$ cat src/rtl/cps_pkg.sv
package cps_pkg;
   typedef enum logic {
      PS_DOWN = 1'b0,
      PS_UP   = 1'b1
   } pwr_state_t;

   localparam int unsigned TX_RELEASE_COUNT = 2;
endpackage

$ cat src/rtl/cps_pin_detect.sv
module cps_pin_detect #(
   parameter int unsigned DETECT_WINDOW = 16
) (
   input  logic clk,
   input  logic rst_n,
   input  logic pin_in,
   output logic clk_present,
   output logic pin_level,
   output logic wake_allowed,
   output logic force_down
);
   localparam int unsigned CW = (DETECT_WINDOW > 2) ? $clog2(DETECT_WINDOW) : 1;
   localparam logic [CW-1:0] LAST = CW'(DETECT_WINDOW - 1);

   generate
      if (DETECT_WINDOW < 2) begin : g_bad_window
         $error("DETECT_WINDOW must be at least 2");
      end
   endgenerate

   logic          pin_q;
   logic [CW-1:0] quiet_cnt;
   logic          present_q;
   logic          pin_changed;

   assign pin_changed = pin_in ^ pin_q;

   always_ff @(posedge clk or negedge rst_n) begin
      if (!rst_n) begin
         pin_q     <= 1'b1;
         quiet_cnt <= '0;
         present_q <= 1'b0;
      end else begin
         pin_q <= pin_in;
         if (pin_changed) begin
            present_q <= 1'b1;
            quiet_cnt <= '0;
         end else if (quiet_cnt < LAST) begin
            quiet_cnt <= quiet_cnt + 1'b1;
         end else begin
            present_q <= 1'b0;
         end
      end
   end

   assign clk_present  = present_q;
   assign pin_level    = pin_q;
   assign wake_allowed = present_q | ~pin_q;
   assign force_down   = ~present_q & pin_q;

   AST_CLK_AFTER_CHANGE: assert property (@(posedge clk) disable iff (!rst_n)
      $rose(present_q) |-> $past(pin_changed));
   AST_QUIET_BOUND: assert property (@(posedge clk) disable iff (!rst_n)
      quiet_cnt <= LAST);
endmodule

$ cat src/rtl/cps_idle_timer.sv
module cps_idle_timer #(
   parameter int unsigned IDLE_TIMEOUT = 4096
) (
   input  logic clk,
   input  logic rst_n,
   input  logic fsx,
   input  logic fsr,
   output logic fsx_rise,
   output logic fsr_rise,
   output logic expired
);
   localparam int unsigned TW = $clog2(IDLE_TIMEOUT + 1);
   localparam logic [TW-1:0] LIMIT = TW'(IDLE_TIMEOUT);

   generate
      if (IDLE_TIMEOUT < 2) begin : g_bad_timeout
         $error("IDLE_TIMEOUT must be at least 2");
      end
   endgenerate

   logic          fsx_q, fsr_q;
   logic [TW-1:0] idle_cnt;

   always_ff @(posedge clk or negedge rst_n) begin
      if (!rst_n) begin
         fsx_q    <= 1'b0;
         fsr_q    <= 1'b0;
         idle_cnt <= LIMIT;
      end else begin
         fsx_q <= fsx;
         fsr_q <= fsr;
         if (fsx | fsr) begin
            idle_cnt <= '0;
         end else if (idle_cnt != LIMIT) begin
            idle_cnt <= idle_cnt + 1'b1;
         end
      end
   end

   assign fsx_rise = fsx & ~fsx_q;
   assign fsr_rise = fsr & ~fsr_q;
   assign expired  = (idle_cnt == LIMIT);

   AST_TIMER_BOUND: assert property (@(posedge clk) disable iff (!rst_n)
      idle_cnt <= LIMIT);
   AST_RELOAD_ON_SYNC: assert property (@(posedge clk) disable iff (!rst_n)
      (fsx | fsr) |=> !expired);
endmodule

$ cat src/rtl/cps_state_ctl.sv
module cps_state_ctl
   import cps_pkg::*;
(
   input  logic clk,
   input  logic rst_n,
   input  logic wake_allowed,
   input  logic force_down,
   input  logic idle_expired,
   input  logic fsx_rise,
   input  logic fsr_rise,
   output logic pwr_down,
   output logic dx_en_ok,
   output logic vout_en_ok
);
   pwr_state_t state_q;
   logic [1:0] txcnt_q;
   logic       any_rise;
   logic       go_up, go_down;

   assign any_rise = fsx_rise | fsr_rise;
   assign go_up    = (state_q == PS_DOWN) & wake_allowed & any_rise;
   assign go_down  = (state_q == PS_UP) & (force_down | (idle_expired & ~any_rise));

   always_ff @(posedge clk or negedge rst_n) begin
      if (!rst_n) begin
         state_q <= PS_DOWN;
         txcnt_q <= '0;
      end else begin
         if (state_q == PS_DOWN) begin
            if (go_up) begin
               state_q <= PS_UP;
               txcnt_q <= fsx_rise ? 2'd1 : 2'd0;
            end else begin
               txcnt_q <= '0;
            end
         end else if (go_down) begin
            state_q <= PS_DOWN;
            txcnt_q <= '0;
         end else if (fsx_rise && txcnt_q < 2'(TX_RELEASE_COUNT)) begin
            txcnt_q <= txcnt_q + 1'b1;
         end
      end
   end

   assign pwr_down   = (state_q == PS_DOWN);
   assign vout_en_ok = (state_q == PS_UP);
   assign dx_en_ok   = (state_q == PS_UP) && (txcnt_q == 2'(TX_RELEASE_COUNT));

   AST_DX_ONLY_WHEN_UP: assert property (@(posedge clk) disable iff (!rst_n)
      dx_en_ok |-> !pwr_down);
   AST_TXCNT_SAT: assert property (@(posedge clk) disable iff (!rst_n)
      txcnt_q <= 2'(TX_RELEASE_COUNT));
   AST_WAKE_NEEDS_SYNC: assert property (@(posedge clk) disable iff (!rst_n)
      $fell(pwr_down) |-> $past(any_rise));
   AST_STATIC_HIGH_DOWN: assert property (@(posedge clk) disable iff (!rst_n)
      force_down |=> pwr_down);
endmodule

$ cat src/rtl/codec_pwr_seq.sv
module codec_pwr_seq #(
   parameter int unsigned IDLE_TIMEOUT  = 4096,
   parameter int unsigned DETECT_WINDOW = 16
) (
   input  logic clk,
   input  logic por_n,
   input  logic pdn_pin,
   input  logic fsx,
   input  logic fsr,
   output logic pwr_down,
   output logic dx_en_ok,
   output logic vout_en_ok,
   output logic rx_own_mclk
);
   logic clk_present, pin_level, wake_allowed, force_down;
   logic fsx_rise, fsr_rise, idle_expired;

   cps_pin_detect #(.DETECT_WINDOW(DETECT_WINDOW)) u_pin (
      .clk          (clk),
      .rst_n        (por_n),
      .pin_in       (pdn_pin),
      .clk_present  (clk_present),
      .pin_level    (pin_level),
      .wake_allowed (wake_allowed),
      .force_down   (force_down)
   );

   cps_idle_timer #(.IDLE_TIMEOUT(IDLE_TIMEOUT)) u_tmr (
      .clk      (clk),
      .rst_n    (por_n),
      .fsx      (fsx),
      .fsr      (fsr),
      .fsx_rise (fsx_rise),
      .fsr_rise (fsr_rise),
      .expired  (idle_expired)
   );

   cps_state_ctl u_ctl (
      .clk          (clk),
      .rst_n        (por_n),
      .wake_allowed (wake_allowed),
      .force_down   (force_down),
      .idle_expired (idle_expired),
      .fsx_rise     (fsx_rise),
      .fsr_rise     (fsr_rise),
      .pwr_down     (pwr_down),
      .dx_en_ok     (dx_en_ok),
      .vout_en_ok   (vout_en_ok)
   );

   assign rx_own_mclk = clk_present;

   AST_VOUT_OFF_WHEN_DOWN: assert property (@(posedge clk) disable iff (!por_n)
      pwr_down |-> (!vout_en_ok && !dx_en_ok));
   AST_NO_WAKE_STATIC_HIGH: assert property (@(posedge clk) disable iff (!por_n)
      (pwr_down && pin_level && !clk_present) |=> pwr_down);
endmodule

$ cat config.mk
export PLATFORM = sky130hd
export DESIGN_NAME = codec_pwr_seq
export DESIGN_NICKNAME = d
export VERILOG_FILES = /design/src/rtl/cps_pkg.sv /design/src/rtl/cps_pin_detect.sv /design/src/rtl/cps_idle_timer.sv /design/src/rtl/cps_state_ctl.sv /design/src/rtl/codec_pwr_seq.sv
export SDC_FILE = /design/constraint.sdc
export NUM_CORES = 1
export LEC_CHECK = 0
export BUFFER_PORTS_ARGS = -buffer_cell sky130_fd_sc_hd__buf_2
export CORE_MARGIN = 3
export CORE_UTILIZATION = 40
export CTS_BUF_LIST = sky130_fd_sc_hd__clkbuf_2
export DETAILED_ROUTE_END_ITERATION = 12
export PLACE_DENSITY = 0.64
export SYNTH_ARGS = -nofsm -noshare
export SYNTH_HDL_FRONTEND = slang
export SYNTH_SLANG_ARGS = --single-unit
$ cat constraint.sdc
create_clock -name clk -period 4.2 [get_ports clk]
set_input_delay 1.26 -clock clk [delete_from_list [all_inputs] [get_ports clk]]
set_output_delay 1.26 -clock clk [all_outputs]
set_load 0.05 [all_outputs]
==> Word-level counts from Yosys, hierarchy flattened <==
Cells that the tools add are included.
{ "classes": {"add_sub_neg": 3, "n_lt_le_gt_ge": 2, "eq_ne": 5, "n_mux": 14, "bitwise": 18, "reduce_logical": 4} }
{ "op_table": {"columns": ["operator", "n"], "rows": [
  ["$mux 13", 2],
  ["$add 13x1->13 const B", 1],
  ["$eq 13x13->1 const B", 1],
  ["$ne 13x13->1 const B", 1],
  ["$mux 2", 4],
  ["$mux 4", 2],
  ["$and 1x1->1", 7],
  ["$mux 1", 6],
  ["$not 1->1", 6],
  ["$add 4x1->4 const B", 1],
  ["$lt 4x4->1 const B", 1],
  ["$or 1x1->1", 4],
  ["$reduce_bool 2->1", 2],
  ["$ne 3x3->1 const B", 1],
  ["$add 2x1->2 const B", 1],
  ["$eq 2x2->1 const B", 1],
  ["$logic_and 1x1->1", 2],
  ["$lt 2x2->1 const B", 1],
  ["$ne 2x1->1 const B", 1],
  ["$xor 1x1->1", 1]
]} }
{ "totals": {"regBits": 24, "in_bits": 5, "out_inout_bits": 4, "word_cells": 54} }

==> Logic depth before layout (Yosys ltp) <==
Gate-level depths: netlist of the first run.
{ "depth": {"depth_word": 9, "ltp_mapped": 6, "ltp_nobuf": 6} }

==> Modules after synthesis <==
Synthesis of the first run repeated with hierarchy kept, for this count alone.
{ "hier_totals": {"hier_cells": 128, "area_unflattened_um2": 1278.7} }
{ "modules_own_cells": {"columns": ["mod", "instances", "cells_each", "area_per_inst_um2", "seq_area_each_um2"], "rows": [
  ["cps_idle_timer", 1, 83, 828.3, 376.6],
  ["cps_pin_detect", 1, 24, 269.0, 151.4],
  ["cps_state_ctl", 1, 21, 181.4, 75.1]
]} }

==> Least setup slack after synthesis of the first run <==
Ideal clock, no wire load.
{ "synth_timing": {"path_kind": "reg-to-output", "from": "register u_ctl.state_q (netlist: u_ctl.vout_en_ok)", "to": "output port dx_en_ok", "t_arrival_ns": 1.165, "required_time_ns": 2.940, "setup_slack_ns": 1.775, "stages_incl_launch_ff": 2, "n_path_buf": 0, "cell_sequence": "dfrtp_1 and2_1"} }
{ "synth_between": {"elab_chain_len": 1} }
{ "synth_rtl": {"columns": ["element", "line", "rtl"], "rows": [
  ["start, declared", "cps_state_ctl.sv:15", "pwr_state_t state_q;"],
  ["start signal, assigned", "cps_state_ctl.sv:26", "state_q <= PS_DOWN;"],
  ["start signal, assigned", "cps_state_ctl.sv:31", "state_q <= PS_UP;"],
  ["start signal, assigned", "cps_state_ctl.sv:37", "state_q <= PS_DOWN;"],
  ["$logic_and 1x1->1", "cps_state_ctl.sv:47", "assign dx_en_ok = (state_q == PS_UP) && (txcnt_q == 2'(TX_RELEASE_COUNT));"],
  ["end, declared", "codec_pwr_seq.sv:11", "output logic dx_en_ok,"]
]} }
Every way passes these cells.

==> Final worst setup path of the first run <==
{ "layout_timing": {"from": "register u_ctl.txcnt_q[0]", "to": "output port dx_en_ok"} }
{ "layout_between": {"elab_chain_len": 2} }
{ "layout_rtl": {"columns": ["element", "line", "rtl"], "rows": [
  ["start, declared", "cps_state_ctl.sv:16", "logic [1:0] txcnt_q;"],
  ["start signal, assigned", "cps_state_ctl.sv:32", "txcnt_q <= fsx_rise ? 2'd1 : 2'd0;"],
  ["start signal, assigned", "cps_state_ctl.sv:40", "txcnt_q <= txcnt_q + 1'b1;"],
  ["$eq 2x2->1", "cps_state_ctl.sv:47", null],
  ["$logic_and 1x1->1", "cps_state_ctl.sv:47", null]
]} }
Every way passes these cells.

==> reports/qor.yml, run 1 <==
drt:
  vias: 821
  wl_per_cell_um: 12.8
  routed_wl_mm: 1.99
  drt_iter0_markers: 12
  drcViolationCount: 0
  post_drt_via_cell_ratio: 5.30
  ant_nets: 0
  firstDrtPassIters: 4
synthesis:
  synth_seq_cells: 24
  async_flop_share_pct: 100
  yosys-top-cells-area: "dfrtp_1 (47%), nor2_1 (6.4%), xor2_1 (5.2%)"
  yosysTopAreaCell: "dfrtp_1"
  seq_area_frac_synth_pct: 51.2
  netlist_area_mm2: 0.00118
  syn-num-nets: 122
  ys.flop_type: "dfrtp_1"
  yosysTopAreaCellShare_pct: 46.8
  synth_edf_count: 0
  netlist-cell-type-count: 33
  syn_inst: 113
  avgSynthCellArea_um2: 10.4
  yosys_warnings: 0
cts:
  root_buffer: "clkbuf_2"
  cts_tree: "done"
  htree_levels: 1
  cts_resized: 0
  clk_latency_ps: 340
  cts_num_sinks: 24
  post-cts-setup-buffer-count: 0
  cts_max_path_buffers: 2
  clk_pin_slew_worst_paths_ps: 210
  cts_buffers: 3
  cts_hold_buf: 0
worst_setup_path:
  r2r_cells: 6
  slowest_delay_ps: 430
  r2r_slack_ps: 2710
  cp.arrival_ps: 1330
  start_kind: "flop"
  crit_type: "reg -> out"
  end_kind: "output port"
  crit_fanout: 2
  slowest_stage: "dfrtp_1"
  r2r_start: "u_tmr.idle_cnt[0]$_DFFE_PN0P_"
  crit_chain: "inv_1 > ha_1 > and2_1 > buf_2"
  worst_ep_required_time_ps: 2940
  r2r-end: "u_tmr.idle_cnt[1]$_DFFE_PN0P_"
global_route:
  grt_pass1_vias: 781
  grt_start_max_net_pins: 25
  gr-total-overflow: 0
  antenna_found_initial: 0
  grtUsageTotal_pct: 12.8
  grt_pass1_wl_mm: 3.35
power:
  combPwrFrac_pct: 16.6
  pwr_density_cell_mw_per_mm2: 323
  power_frac_seq_pct: 61.8
  vdd_ir_drop_max_v: 0.000188
  net-switching-power_mw: 0.123
  leakage_nw: 0.578
  internal_power_mw: 0.287
  clkPwrFrac_pct: 21.6
  p_total_mw: 0.410
  switching_share_pct: 30.0
timing:
  post-route-min-period_ps: 2590
  slew_headroom_pct: 65.2
  maxSlewViolCount: 0
  rsz0062_at_grt: "no"
  finalSetupViolCount: 0
  tns_ps: 0
  fmax_ghz: 0.386
  finalHoldViolCount: 0
  period_share_pct: 61.7
  clock_skew_ps: 7.84
  tightest_slew_ps: 522
finish:
  drive_gt1_share_pct: 15.3
  antenna_cells: 0
  syn_to_final_growth_pct: 7.97
  finalNetCount: 134
  instances_no_fill: 155
  seq_area_um2: 603
  multi_input_area_um2: 548
  fillers: 265
min_path:
  hold_end: "u_pin.clk_present$_DFFE_PN0P_"
  hp-start: "u_pin.clk_present$_DFFE_PN0P_"
  whs_path_depth: 1
  min_path_type: "reg -> reg"
die:
  rows: 19
  die_width_um: 60.3
  core_mm2: 0.00278
  fp.dieH_um: 60.3
  initial_core_util_pct: 42.3
  ioPinCount: 9
  die_area_mm2: 0.00363
placement:
  port_buffers: 8
  place_hpwl_mm: 1.41
  place_inst: 151
  gp_congestion: 0.750
flow_run:
  drv_cap: 0
outcome:
  status: "completed"
[sequential cells by signal, indices dropped and copies added, names as in the netlist]
| signal | flops |
|---|---|
| u_tmr.idle_cnt | 13 |
| u_pin.quiet_cnt | 4 |
| u_ctl.txcnt_q | 2 |
| u_ctl.vout_en_ok | 1 |
| u_pin.clk_present | 1 |
| u_pin.pin_level | 1 |
| u_tmr.fsr_q | 1 |
| u_tmr.fsx_q | 1 |
[placed cells by master, fill, tap and decap left out, types with 2 or more instances in the layout]
cell,Yosys,final
nand2_1,4,4
mux2i_1,3,3
nor4_1,2,2
xnor2_1,5,5
nand3_1,6,6
a21oi_1,4,4
dfstp_2,2,2
clkbuf_2,0,3
xor2_1,7,7
nor3_1,4,4
and2_1,2,2
nand4_1,2,2
ha_1,4,4
o21ai_0,3,3
inv_1,6,6
dfrtp_1,22,22
buf_2,0,8
nor2_1,20,20
[Yosys cell counts (all sizes together) (3+ instances only)]
master   n
nand3    7
nor2    20
xnor2    5
nor3     4
inv      6
mux2i    3
nand2    4
o21ai    3
xor2     7
a21oi    4
nand4    3
ha       4
dfrtp   22
[metrics by stage]
| stage | cell area, um2 | setup WS (ps) | util [%] | hold slack, ps |
|---|---|---|---|---|
| finish | 1270 | 1610 | 45.7 | 546 |
| global route | 1270 | 1470 | 45.7 | 575 |
| floorplan | 1180 | 1780 | - | 500 |
| global placement | 1250 | 2030 | 45.0 | 488 |
| detailed placement | 1250 | 2000 | 45.0 | 503 |
| CTS | 1270 | 1580 | 45.7 | 552 |
[critical path, delay by kind of cell, from the launching register on]
| kind | cells | cell delay [ps] |
|---|---|---|
| DFF | 1 | 430 |
| buffers and inverters | 2 | 320 |
| adders and majority gates | 1 | 140 |
| and+or+nand+nor | 1 | 110 |
[worst max-delay path by stage]
stage	cells past startpoint	slack [ps]	from	to
2_1_floorplan	1	1780	u_ctl.vout_en_ok$_DFF_PN0_	dx_en_ok
3_3_place_gp	4	2030	u_ctl.txcnt_q[0]$_DFFE_PN0P_	dx_en_ok
3_5_place_dp	4	2000	u_ctl.txcnt_q[0]$_DFFE_PN0P_	dx_en_ok
4_1_cts	4	1580	u_ctl.txcnt_q[0]$_DFFE_PN0P_	dx_en_ok
5_1_grt	4	1470	u_ctl.txcnt_q[0]$_DFFE_PN0P_	dx_en_ok
6_report	4	1610	u_ctl.txcnt_q[0]$_DFFE_PN0P_	dx_en_ok
[layout make-up]
type,instances,area share (%)
multi-input cells,82,43.1
repair buffers,8,3.15
well taps,31,3.05
clock buffers,3,1.18
inverters,6,1.77
clock inverters,1,0.295
flip-flops and latches,24,47.4
[power by group through the flow]
stage	sequential (mW)	clock, mW	combinational (mW)
final	0.253	0.0887	0.0680
after global routing	0.255	0.104	0.0770
after CTS	0.253	0.0943	0.0696
after detailed placement	0.257	0	0.0693
after global placement	0.256	0	0.0657
after floorplan	0.255	0	0.0501
[cell families (layout without fill, tap and decap cells)]
kind of cell,after synthesis,after routing,synth area share (%)
and+or+nand+nor,52,52,25.2
DFF,24,24,51.2
xor gates and xnor gates,12,12,8.93
AOI/OAI and AO/OA,11,11,5.63
buffers and inverters,7,18,2.23
adders and majority gates,4,4,4.25
muxes,3,3,2.55
[metal layers]
metal	vias to the layer above	track usage, %	part of all wire (%)	wire length [um]
met5	-	0	0	0
met4	0	6.65	2.1	42
met3	5	3.24	2.2	43
met2	6	21.0	48	955
met1	403	15.4	48	945
li1	407	-	-	-
Note: power is estimated with default switching activity, not from simulation.
==> run 2: changes to the inputs <==
Settings changed: PLACE_DENSITY 0.64 to 0.66.
Clock period 4.2 ns to 2.15 ns, I/O delays scaled along.
==> reports/qor.yml, run 2 (synthesized netlist as in run 1, its figures left out) <==
finish:
  most-common-layout-cells: "dfrtp_1 (22), nor2_1 (20), buf_2 (8)"
  final_common_cell: "dfrtp_1"
  syn_to_final_growth_pct: 10.2
  largest_reg_flops: 13  # unchanged
  drive_gt1_share_pct: 16.1  # +0.81 points
  finalNetCount: 134  # unchanged
  antenna_cells: 0  # unchanged
  top_register: "u_tmr.idle_cnt"
  multi_input_area_um2: 548  # unchanged
  largest_registers: "u_tmr.idle_cnt (13), u_pin.quiet_cnt (4), u_ctl.txcnt_q (2)"
  seq_area_um2: 603  # unchanged
  instances_no_fill: 155  # unchanged
  fillers: 271  # +2.3%
worst_setup_path:
  cp.arrival_ps: 1350  # +20 ps
  r2r_cells: 4  # -2
  slowest_stage: "dfrtp_1"
  r2r_slack_ps: 640  # -2070 ps
  start_kind: "flop"
  path_buf_inv: 2  # unchanged
  crit_chain: "inv_1 > ha_1 > and2_1 > buf_2"
  end_kind: "output port"
  slowest_delay_ps: 430  # about the same
  r2r_start: "u_tmr.idle_cnt[5]$_DFFE_PN0P_"
  crit_start: "u_ctl.txcnt_q[0]$_DFFE_PN0P_"
  critPathTopFamily: "flip-flops"
  worst_ep_required_time_ps: 1500  # -1440 ps
  r2r-end: "u_ctl.txcnt_q[0]$_DFFE_PN0P_"
  crit_type: "reg -> out"
  crit_fanout: 2  # unchanged
timing:
  post-route-min-period_ps: 2000
  fmax_ghz: 0.500
  slew_headroom_pct: 65.8  # +0.63 points
  setup_ws_ps: 151  # -1460 ps
  tightest_slew_ps: 513  # -9.49 ps
  clock_skew_ps: 15.2  # +7.36 ps
  maxSlewViolCount: 0  # unchanged
  period_share_pct: 93.0
  tns_ps: 0  # unchanged
  rsz0062_at_grt: "no"
  finalSetupViolCount: 0  # unchanged
  finalHoldViolCount: 0  # unchanged
die:
  fp.dieH_um: 60.3  # unchanged
  rows: 19  # unchanged
  die_area_mm2: 0.00363  # unchanged
  die_width_um: 60.3  # unchanged
  core_mm2: 0.00278  # unchanged
  initial_core_util_pct: 42.3  # unchanged
  ioPinCount: 9  # unchanged
cts:
  post-cts-setup-buffer-count: 0  # unchanged
  cts_buffers: 3  # unchanged
  cts_tree: "done"
  cts_hold_buf: 0  # unchanged
  root_buffer: "clkbuf_2"
  clk_pin_slew_worst_paths_ps: 230  # +20 ps
  htree_levels: 1  # unchanged
  cts_max_path_buffers: 2  # unchanged
  clk_latency_ps: 340  # about the same
  cts_resized: 0  # unchanged
  cts_num_sinks: 24  # unchanged
drt:
  drcViolationCount: 0  # unchanged
  firstDrtPassIters: 2  # -2
  routed_wl_mm: 1.88  # -5.3%
  ant_nets: 0  # unchanged
  wl_per_cell_um: 12.1  # -5.3%
  drt_iter0_markers: 8  # -4
  vias: 826  # +0.61%
  post_drt_via_cell_ratio: 5.33  # +0.61%
placement:
  gp_congestion: 0.758  # +0.96%
  dp_slack_ps: 566  # -1440 ps
  place_inst: 151  # unchanged
  place_hpwl_mm: 1.38  # -2.3%
  port_buffers: 8  # unchanged
outcome:
  status: "completed"
power:
  leakage_nw: 0.590  # +2.2%
  vdd_ir_drop_max_v: 0.000426  # +130%
  pwr_density_cell_mw_per_mm2: 710  # +120%
  p_total_mw: 0.921  # +120%
global_route:
  antenna_found_initial: 0  # unchanged
  grt_pass1_vias: 811  # +3.8%
  grt_start_max_net_pins: 25  # unchanged
  gr-total-overflow: 0  # unchanged
  grtUsageTotal_pct: 12.7  # -0.16 points
  grt_pass1_wl_mm: 3.44  # +2.7%
flow_run:
  drv_cap: 0  # unchanged
min_path:
  min_path_type: "in -> async"
[run 2: how the worst max path moves through the flow]
stage | endpoint | depth (start not counted) | slack (ps)
global placement | dx_en_ok | 4 | 600
global route | dx_en_ok | 4 | 9
detailed placement | dx_en_ok | 4 | 570
finish | dx_en_ok | 4 | 150
CTS | dx_en_ok | 4 | 110
floorplan | dx_en_ok | 1 | 340
[run 2: report_power, final]
group | total (mW) | switching [mW] | internal [mW]
clock | 0.297 | 0.137 | 0.160
combinational | 0.129 | 0.0858 | 0.0436
sequential | 0.494 | 0.0184 | 0.476
[run 2: cell type report]
type | count | area share, %
Sequential cell | 24 | 46.5
Inverter | 6 | 1.74
Clock inverter | 1 | 2.31
Timing Repair Buffer | 8 | 3.09
Clock buffer | 3 | 1.16
Tap cell | 31 | 2.99
Multi-Input combinational cell | 82 | 42.2
[run 2: per-stage QoR]
stage          cell area, um2  utilization (%)  hold slack, ps
6_report                 1300             46.6             221
5_1_grt                  1300             46.6             211
4_1_cts                  1300             46.6             225
3_5_place_dp             1250             45.0             511
3_3_place_gp             1250             45.0             483
2_1_floorplan            1180                -             349
[run 2: routing by layer]
metal,vias to the layer above,part of all wire [%],track usage (%)
met4,0,1.1,3.80
met3,5,2.7,3.89
li1,408,-,-
met1,407,48,15.2
met5,-,0,0
met2,6,48,21.6
[run 2: worst reg2reg max path: stages, from the launching register on]
cell       delay, ps
dfrtp_1          510
nor4_1           360
nand3_1          270
o2bb2ai_1        250
nor2_1            70
